**config.mk**
```make
export PLATFORM = sky130hd
export DESIGN_NAME = st_coef_ctrl
export DESIGN_NICKNAME = d
export VERILOG_FILES = /design/src/rtl/st_pkg.sv /design/src/rtl/st_regbank.sv /design/src/rtl/st_coef_loader.sv /design/src/rtl/st_coef_table.sv /design/src/rtl/st_coef_ctrl.sv
export SDC_FILE = /design/constraint.sdc
export NUM_CORES = 2
export LEC_CHECK = 0
export BUFFER_PORTS_ARGS = -buffer_cell sky130_fd_sc_hd__buf_4
export CORE_AREA = 2 2 485 487
export CTS_BUF_LIST = sky130_fd_sc_hd__clkbuf_2 sky130_fd_sc_hd__clkbuf_4 sky130_fd_sc_hd__clkbuf_8
export CTS_CLUSTER_SIZE = 20
export DETAILED_ROUTE_END_ITERATION = 7
export DIE_AREA = 0 0 487 489
export PLACE_DENSITY = 0.52
export SYNTH_ARGS = -nofsm -noshare
export SYNTH_HDL_FRONTEND = slang
export SYNTH_SLANG_ARGS = --single-unit
```
**constraint.sdc**
```tcl
create_clock -name clk -period 5.75 [get_ports clk]
set_clock_uncertainty 0.15 [all_clocks]
set_input_delay 0.2875 -clock clk [delete_from_list [all_inputs] [get_ports clk]]
set_output_delay 0.2875 -clock clk [all_outputs]
set_load 0.05 [all_outputs]
```
**src/rtl/st_pkg.sv**
```systemverilog
package st_pkg;
    localparam int BUS_AW = 8;
    localparam int BUS_DW = 32;
    localparam int COEF_W = 16;

    localparam logic [BUS_AW-1:0] OFS_REV   = 8'h00;
    localparam logic [BUS_AW-1:0] OFS_CFG   = 8'h10;
    localparam logic [BUS_AW-1:0] OFS_ISTAT = 8'h18;
    localparam logic [BUS_AW-1:0] OFS_IEN   = 8'h1C;
    localparam logic [BUS_AW-1:0] OFS_GAIN  = 8'h24;
    localparam logic [BUS_AW-1:0] OFS_COEF  = 8'h28;
    localparam logic [BUS_AW-1:0] OFS_CTRL  = 8'h2C;

    localparam logic [BUS_DW-1:0] REV_VALUE = 32'h0001_0200;

    typedef enum logic [2:0] {
        SEL_NONE, SEL_REV, SEL_CFG, SEL_ISTAT, SEL_IEN, SEL_GAIN, SEL_COEF, SEL_CTRL
    } reg_sel_e;

    typedef struct packed {
        logic [COEF_W-1:0] ch1;
        logic [COEF_W-1:0] ch0;
    } gain_t;

    typedef struct packed {
        logic load_en;
        logic st_on;
    } ctrl_t;

    function automatic reg_sel_e decode_ofs(input logic [BUS_AW-1:0] a);
        case (a)
            OFS_REV:   return SEL_REV;
            OFS_CFG:   return SEL_CFG;
            OFS_ISTAT: return SEL_ISTAT;
            OFS_IEN:   return SEL_IEN;
            OFS_GAIN:  return SEL_GAIN;
            OFS_COEF:  return SEL_COEF;
            OFS_CTRL:  return SEL_CTRL;
            default:   return SEL_NONE;
        endcase
    endfunction
endpackage

```
**src/rtl/st_regbank.sv**
```systemverilog
module st_regbank
    import st_pkg::*;
(
    input  logic              clk,
    input  logic              rst,
    input  logic              bus_en,
    input  logic              bus_we,
    input  logic [BUS_AW-1:0] bus_addr,
    input  logic [BUS_DW-1:0] bus_wdata,
    input  logic              done_i,
    input  logic              done_evt_i,
    output logic [BUS_DW-1:0] bus_rdata,
    output logic              coef_wr_o,
    output ctrl_t             ctrl_o,
    output gain_t             gain_o,
    output logic              idle_o
);
    reg_sel_e sel;
    logic     wr;
    logic     cfg_q, istat_q, ien_q;
    ctrl_t    ctrl_q;
    gain_t    gain_q;

    assign sel = decode_ofs(bus_addr);
    assign wr  = bus_en && bus_we;

    always_ff @(posedge clk) begin
        if (rst) begin
            cfg_q   <= 1'b0;
            istat_q <= 1'b0;
            ien_q   <= 1'b0;
            ctrl_q  <= '0;
            gain_q  <= '0;
        end else begin
            if (wr && sel == SEL_CFG)  cfg_q  <= bus_wdata[0];
            if (wr && sel == SEL_IEN)  ien_q  <= bus_wdata[0];
            if (wr && sel == SEL_GAIN) gain_q <= gain_t'(bus_wdata);
            if (wr && sel == SEL_CTRL) begin
                ctrl_q.st_on   <= bus_wdata[0];
                ctrl_q.load_en <= bus_wdata[1];
            end
            if (done_evt_i)
                istat_q <= 1'b1;
            else if (wr && sel == SEL_ISTAT && bus_wdata[0])
                istat_q <= 1'b0;
        end
    end

    always_comb begin
        bus_rdata = '0;
        if (bus_en && !bus_we) begin
            case (sel)
                SEL_REV:   bus_rdata = REV_VALUE;
                SEL_CFG:   bus_rdata[0] = cfg_q;
                SEL_ISTAT: bus_rdata[0] = istat_q;
                SEL_IEN:   bus_rdata[0] = ien_q;
                SEL_GAIN:  bus_rdata = gain_q;
                SEL_CTRL:  bus_rdata[2:0] = {done_i, ctrl_q.load_en, ctrl_q.st_on};
                default:   bus_rdata = '0;
            endcase
        end
    end

    assign coef_wr_o = wr && sel == SEL_COEF;
    assign ctrl_o    = ctrl_q;
    assign gain_o    = gain_q;
    assign idle_o    = cfg_q;
endmodule

```
**src/rtl/st_coef_loader.sv**
```systemverilog
module st_coef_loader #(
    parameter int DEPTH = 128,
    localparam int AW = $clog2(DEPTH),
    localparam int PW = AW + 1
) (
    input  logic          clk,
    input  logic          rst,
    input  logic          load_en,
    input  logic          coef_wr,
    output logic          wr_en_o,
    output logic [AW-1:0] wr_idx_o,
    output logic          done_o,
    output logic          done_evt_o,
    output logic [PW-1:0] ptr_o
);
    logic [PW-1:0] ptr_q;
    logic          done_q;

    assign wr_en_o    = load_en && coef_wr && !done_q;
    assign wr_idx_o   = ptr_q[AW-1:0];
    assign done_evt_o = wr_en_o && ptr_q == PW'(DEPTH - 1);

    always_ff @(posedge clk) begin
        if (rst || !load_en) begin
            ptr_q  <= '0;
            done_q <= 1'b0;
        end else if (wr_en_o) begin
            ptr_q <= ptr_q + 1'b1;
            if (done_evt_o) done_q <= 1'b1;
        end
    end

    assign done_o = done_q;
    assign ptr_o  = ptr_q;
endmodule

```
**src/rtl/st_coef_table.sv**
```systemverilog
module st_coef_table #(
    parameter int DEPTH = 128,
    parameter int CW    = 16,
    localparam int AW = $clog2(DEPTH)
) (
    input  logic          clk,
    input  logic          rst,
    input  logic          we,
    input  logic [AW-1:0] widx,
    input  logic [CW-1:0] wdata,
    input  logic [AW-1:0] ridx,
    output logic [CW-1:0] rdata
);
    logic [CW-1:0] mem [DEPTH];
    logic [CW-1:0] rd_q;

    always_ff @(posedge clk) begin
        if (rst) begin
            for (int i = 0; i < DEPTH; i++) mem[i] <= '0;
            rd_q <= '0;
        end else begin
            if (we) mem[widx] <= wdata;
            rd_q <= mem[ridx];
        end
    end

    assign rdata = rd_q;
endmodule

```
**src/rtl/st_coef_ctrl.sv**
```systemverilog
module st_coef_ctrl
    import st_pkg::*;
#(
    parameter int DEPTH = 128,
    localparam int AW = $clog2(DEPTH),
    localparam int PW = AW + 1
) (
    input  logic              clk,
    input  logic              rst,
    input  logic              bus_en,
    input  logic              bus_we,
    input  logic [BUS_AW-1:0] bus_addr,
    input  logic [BUS_DW-1:0] bus_wdata,
    output logic [BUS_DW-1:0] bus_rdata,
    input  logic [AW-1:0]     tap_idx,
    output logic [COEF_W-1:0] tap_val,
    output logic              st_on,
    output logic              idle_req,
    output logic [COEF_W-1:0] gain_ch0,
    output logic [COEF_W-1:0] gain_ch1
);
    ctrl_t         ctrl;
    gain_t         gain;
    logic          coef_wr, load_en, done, done_evt, tbl_we;
    logic [AW-1:0] widx;
    logic [PW-1:0] ptr;

    st_regbank u_regs (
        .clk(clk), .rst(rst), .bus_en(bus_en), .bus_we(bus_we),
        .bus_addr(bus_addr), .bus_wdata(bus_wdata),
        .done_i(done), .done_evt_i(done_evt),
        .bus_rdata(bus_rdata), .coef_wr_o(coef_wr),
        .ctrl_o(ctrl), .gain_o(gain), .idle_o(idle_req)
    );

    assign load_en = ctrl.load_en;

    st_coef_loader #(.DEPTH(DEPTH)) u_loader (
        .clk(clk), .rst(rst), .load_en(load_en), .coef_wr(coef_wr),
        .wr_en_o(tbl_we), .wr_idx_o(widx), .done_o(done),
        .done_evt_o(done_evt), .ptr_o(ptr)
    );

    st_coef_table #(.DEPTH(DEPTH), .CW(COEF_W)) u_table (
        .clk(clk), .rst(rst), .we(tbl_we), .widx(widx),
        .wdata(bus_wdata[COEF_W-1:0]), .ridx(tap_idx), .rdata(tap_val)
    );

    assign st_on    = ctrl.st_on;
    assign gain_ch0 = gain.ch0;
    assign gain_ch1 = gain.ch1;
endmodule

```
# Yosys cells after proc, flatten, opt, wreduce, memory -nomap -nowiden
# Memory sizes are Yosys's and may differ from the RTL's. A register that Yosys moved wholly into a read port is not among the register bits.
# Index checks and enable logic that the tools add are counted.
# classes
n_div,0
bitwise_logic,0
n_addsub,1
n_reduce_logical,20
n_shift,0
order_cmp,0
n_mul,0
n_mux,15
n_eq_ne,14
# ops
operator,count
case mux 29 bit (2 select lines),1
2-to-1 mux 32 bit,1
"== test 8 x 5 -> 1 bit, second input constant",3
"== test 8 x 6 -> 1 bit, second input constant",3
case mux 3 bit (7 select lines),1
2-to-1 mux 16 bit,1
OR reduction 16 bit,1
"== test 3 bit, second input constant",4
logical AND 1 bit,12
"adder 8 x 1 -> 8 bit, second input constant",1
"== test 8 x 7 -> 1 bit, second input constant",1
zero test 8 bit,1
2-to-1 mux 1 bit,8
2-to-1 mux 7 bit,1
"== test 3 x 2 -> 1 bit, second input constant",2
case mux 1 bit (5 select lines),1
case mux 2 bit (2 select lines),1
"== test 3 x 1 -> 1 bit, second input constant",1
zero test 1 bit,3
AND reduction 2 bit,1
nonzero test 2 bit,1
logical OR 1 bit,1
# word_totals
romBits,0
latch_bits,0
output_inout_bits,82
register_bits,46
ram_bits,2048
mem_count,1
# mem_list
name,depth,word_bits,rd,rd_clocked_by_memory_dff,wr,line,text
u_table.mem,128,16,1,1,128,st_coef_table.sv:14,logic [CW-1:0] mem [DEPTH];

# Longest topological paths before layout
# depth
ltp_word,11
mapped_depth,9
ltp_nobuf,5

# Modules after synthesis
# A second synthesis with hierarchy kept.
# unflattened
cells_unflattened,6634
area_unflattened_um2,96954.2
# by_module_without_submodules
module,instances,seq_area_each_um2,cells_per_inst,area_each_um2
st_coef_table,1,61819.3,6354,94378.0
st_regbank,1,740.7,226,2090.8
st_coef_loader,1,180.2,54,485.5

# Worst setup path before layout
# No wires, ideal clock.
# synth_path
path_type,input to output
start,input bus_addr[7]
end,output bus_rdata[0]
cell_stages,6
required_time_ps,5313
arrival_ps,2570
path_slack_ps,2742
path_cell_list,nor4_4 -> and3_1 -> clkbuf_1 -> a22oi_1 -> mux2_2 -> nor3b_1
# synth_between
elab_chain_cells,5
elab_cells_between_ends,15
classes_between,eq/ne: 11; mux: 3; reduce/logical: 1
# synth_rtl
item,line,text
from (decl),st_coef_ctrl.sv:12,"input logic [BUS_AW-1:0] bus_addr,"
"== test 8 x 6 -> 1 bit, or another cell as far along",st_pkg.sv:31,case (a)
case mux 3 bit (7 select lines) *,st_pkg.sv:31,
== test 3 bit or == test 3 x 2 -> 1 bit (tied branches),st_regbank.sv:52,case (sel)
case mux 1 bit (5 select lines) *,st_regbank.sv:52,
2-to-1 mux 32 bit *,st_regbank.sv:51,if (bus_en && !bus_we) begin
to (decl),st_coef_ctrl.sv:14,"output logic [BUS_DW-1:0] bus_rdata,"
# Every way passes the cells marked *; elsewhere a longest branch is shown, timed or not.

==> key figures <==
Synthesis
  • Ys async rst share: 0%
  • Synth Warn #: 0
  • #FFs+latches synth: roughly 2.1k
  • Area share of the leading cell type in the synthesized netlist: 66.4%
  • Post-synth top area cell: edfxtp_1
  • Yosys cell types: 60
  • Prevailing post-synth register cell: edfxtp_1
  • Sequential-to-total area share from yosys stat: 67.7%
  • Post-synth EDFFs: 2048
  • Synth Instances: 6785
  • Main area contributors after synthesis: edfxtp_1 66%, mux4_2 9.5%, nor2_1 7.4%
  • Synthesized cell area: approximately 0.09 mm^2
  • Synthesized area per cell: 13.7 um^2
  • Synthesized net count: 6837

Timing
  • RSZ-0062 raised after global routing: false
  • Slack of the critical path: 1.43 ns
  • Period utilisation layout: around 75%
  • Setup TNS: 0 ns
  • F_max: 0.231 GHz
  • Worst Max-Slew Pin Slew: 1.35 ns
  • Slew Limit Fails: 0
  • Final Hold Vio Count: 0
  • Setup violators final: 0
  • Slew margin rel.: 10.0%
  • Post-layout minimum cycle time: between 4 and 5 ns

Floorplanning
  • Rows: between 150 and 200
  • Die height: 489 um
  • Ports: 133
  • Die area: approximately 0.24 mm^2
  • Initial Utilization: 39.7%
  • Die Wd: 487 um
  • CORE AREA: 0.234 mm^2

GRT
  • GR Util All Layers: between 20 and 30%
  • Grt total ovfl: 0
  • First-pass GRT wire length: between 400000 and 500000 um
  • Largest net degree at the start of global routing: 161
  • Initial antenna violation count: 29
  • Number of global-route vias before repair: around 60k

Route
  • Avg WL per Cell: 32.4 um
  • Top sig layer: met5
  • Router iterations before antenna repair: 6
  • WL met2: 155000 um
  • Met3 wire len: 30400 um
  • Via count: 61.0k
  • Routed WL: about 340000 um
  • Avg Vias per Cell: between 5 and 6
  • DR iter-0 viols: 8147
  • M1 wire length: 132000 um
  • Routed Antenna Nets: 0
  • DRC: 0

Hold path
  • Worst Hold Class: primary input to flop

Power and ir drop
  • Peak VDD IR: 0.186 mV
  • Pwr/cell area: 320 mW/mm^2
  • P_leak: 34.1 nW

Clocking
  • Htree depth: 5
  • Total CTS buffers: 368
  • Post-CTS sizing: 0
  • Clock buffer depth: 4
  • Clk slew on worst S/H paths: 0.06 ns
  • Clk sinks: 2110
  • CTS Root Cell: clkbuf_8
  • Clock Latency Late Sink: 1.09 ns
  • CTS tree: built
  • Post CTS Setup Buffer Count: 0

Placed design
  • Port Buffer Count: 132
  • GPL Wtd Cong: 0.970
  • Placed wire-length estimate: 212000 um
  • Dpl ws: 1.54 ns

Cells and area
  • Nets: 7064
  • Core Util, Final: 45.0%
  • Area Overhead vs Synth: 13.4%
  • Layout cells sized above 1: 18.1%

Critical path
  • CP Capture Type: flop
  • Worst setup path class: primary input to flop
  • Critical Path RT: 6.27 ns
  • Worst Path Arrival: 4.84 ns
  • Startpoint Class: primary input
  • Crit Path Max Fanout: 16

Run status
  • Status: finished clean

Run
  • Max capacitance violation total: 0
## cells in the mapped netlist, types with 17 or more instances
library cell  instances
mux4_2              391
nor2_1             1833
edfxtp_1           2048
clkbuf_1            268
nand2_1             383
dfxtp_1              62
mux2i_1             282
a31oi_1              17
a21o_1              112
nand4_1              84
nor4_1               17
and2_1              289
buf_2               268
a22oi_1              73
nand3_1             380
buf_1                24
a21oi_1              83
o22ai_1              17
## cells by family after synthesis
family	synth area share, %
and+or+nand+nor	14.6
DFF	67.7
muxes	12.6
buffers and inverters	2.75
AOI/OAI and AO/OA	2.32
xor gates and xnor gates	0.0567
adders and majority gates	0.0135
## layer usage
metal	track usage, %	vias to the layer above
met2	43.1	3378
met1	37.5	31665
met4	14.2	10
met5	0	-
met3	5.30	647
li1	-	25286
## through the flow
stage	hold slack (ns)	total power [mW]	cell area, um^2	instances
finish	0.133	33.6	105000	10361
global route	0.0612	34.5	105000	10354
CTS	0.00935	33.7	105000	10353
detailed placement	0.314	20.4	96900	9578
global placement	0.311	20.4	96900	9578
floorplan	0.274	19.3	92700	6785
## registers in the layout, summed over array words and instances (netlist names)
register	flops
u_table.rdata	16
u_loader.ptr_o	8
u_regs.ctrl_o	2
u_regs.gain_o	32
u_regs.idle_o	1
u_regs.istat_q	1
u_regs.ien_q	1
u_table.mem	2048
u_loader.done_o	1
## worst paths after layout
path	startpoint	to	slack [ns]	cells after the start
worst max-delay path	bus_addr[7]	u_table.mem[50][13]$_SDFFCE_PN0P_	1.43	9
worst min-delay path	bus_wdata[5]	u_table.mem[39][5]$_SDFFCE_PN0P_	0.13	3
worst max register to register	u_regs.ctrl_o[1]$_SDFFE_PP0P_	u_table.mem[50][13]$_SDFFCE_PN0P_	1.64	6
worst min register to register	u_regs.gain_o[13]$_SDFFE_PP0P_	u_regs.gain_o[13]$_SDFFE_PP0P_	0.33	2
## final cells by class
type / instances / area [um^2]
inverters: 3 / 11.3
clock buffers: 495 / 6130
clock inverters: 156 / 806
multi-input cells: 4096 / 27600
flip-flops and latches: 2110 / 62700
repair buffers: 433 / 3930
fillers: 21072 / 129000
well taps: 3060 / 3830
diodes: 8 / 20.0
## report_power, final
group | internal, mW | switching [mW] | leakage [nW]
combinational | 0.784 | 1.58 | 10.4
clock | 7.12 | 6.33 | 3.68
sequential | 17.6 | 0.224 | 20.0
## what timing repair did
| item | in CTS | in global routing |
|---|---|---|
| hold buffers | 124 | 0 |
| hold endpoints to repair | 1095 | 0 |
| setup endpoints to repair | 0 | 0 |
## cell usage in the layout, fill, tap and decap left out, types with 13 or more instances in the layout
| cell | synthesis | layout |
|---|---|---|
| clkinv_1 | 0 | 102 |
| clkbuf_8 | 0 | 386 |
| a21oi_1 | 83 | 83 |
| and4_1 | 15 | 15 |
| a22oi_1 | 73 | 73 |
| dlygate4sd3_1 | 0 | 124 |
| clkbuf_4 | 0 | 109 |
| a21o_1 | 112 | 112 |
| and2_1 | 289 | 287 |
| edfxtp_1 | 2048 | 2048 |
| buf_4 | 4 | 278 |
| dfxtp_1 | 62 | 62 |
| mux4_2 | 391 | 391 |
| clkinv_2 | 0 | 42 |
| mux2i_1 | 282 | 282 |
| nor4_1 | 17 | 15 |
| a31oi_1 | 17 | 17 |
| or2_2 | 13 | 13 |
| nor2_1 | 1833 | 1827 |
| nand4_1 | 84 | 84 |
| o22ai_1 | 17 | 17 |
| nand2_1 | 383 | 378 |
| buf_12 | 0 | 28 |
| nand3_1 | 380 | 378 |
## critical path: stages
cell and delay (ns):
dlygate4sd3_1 0.54, buf_4 0.14, nor4_4 0.37, dlygate4sd3_1 0.64
and4b_1 0.66, and2b_2 0.44, and3_2 0.63, buf_4 0.39
a21o_1 0.68
(Power assumes the default switching activity.)
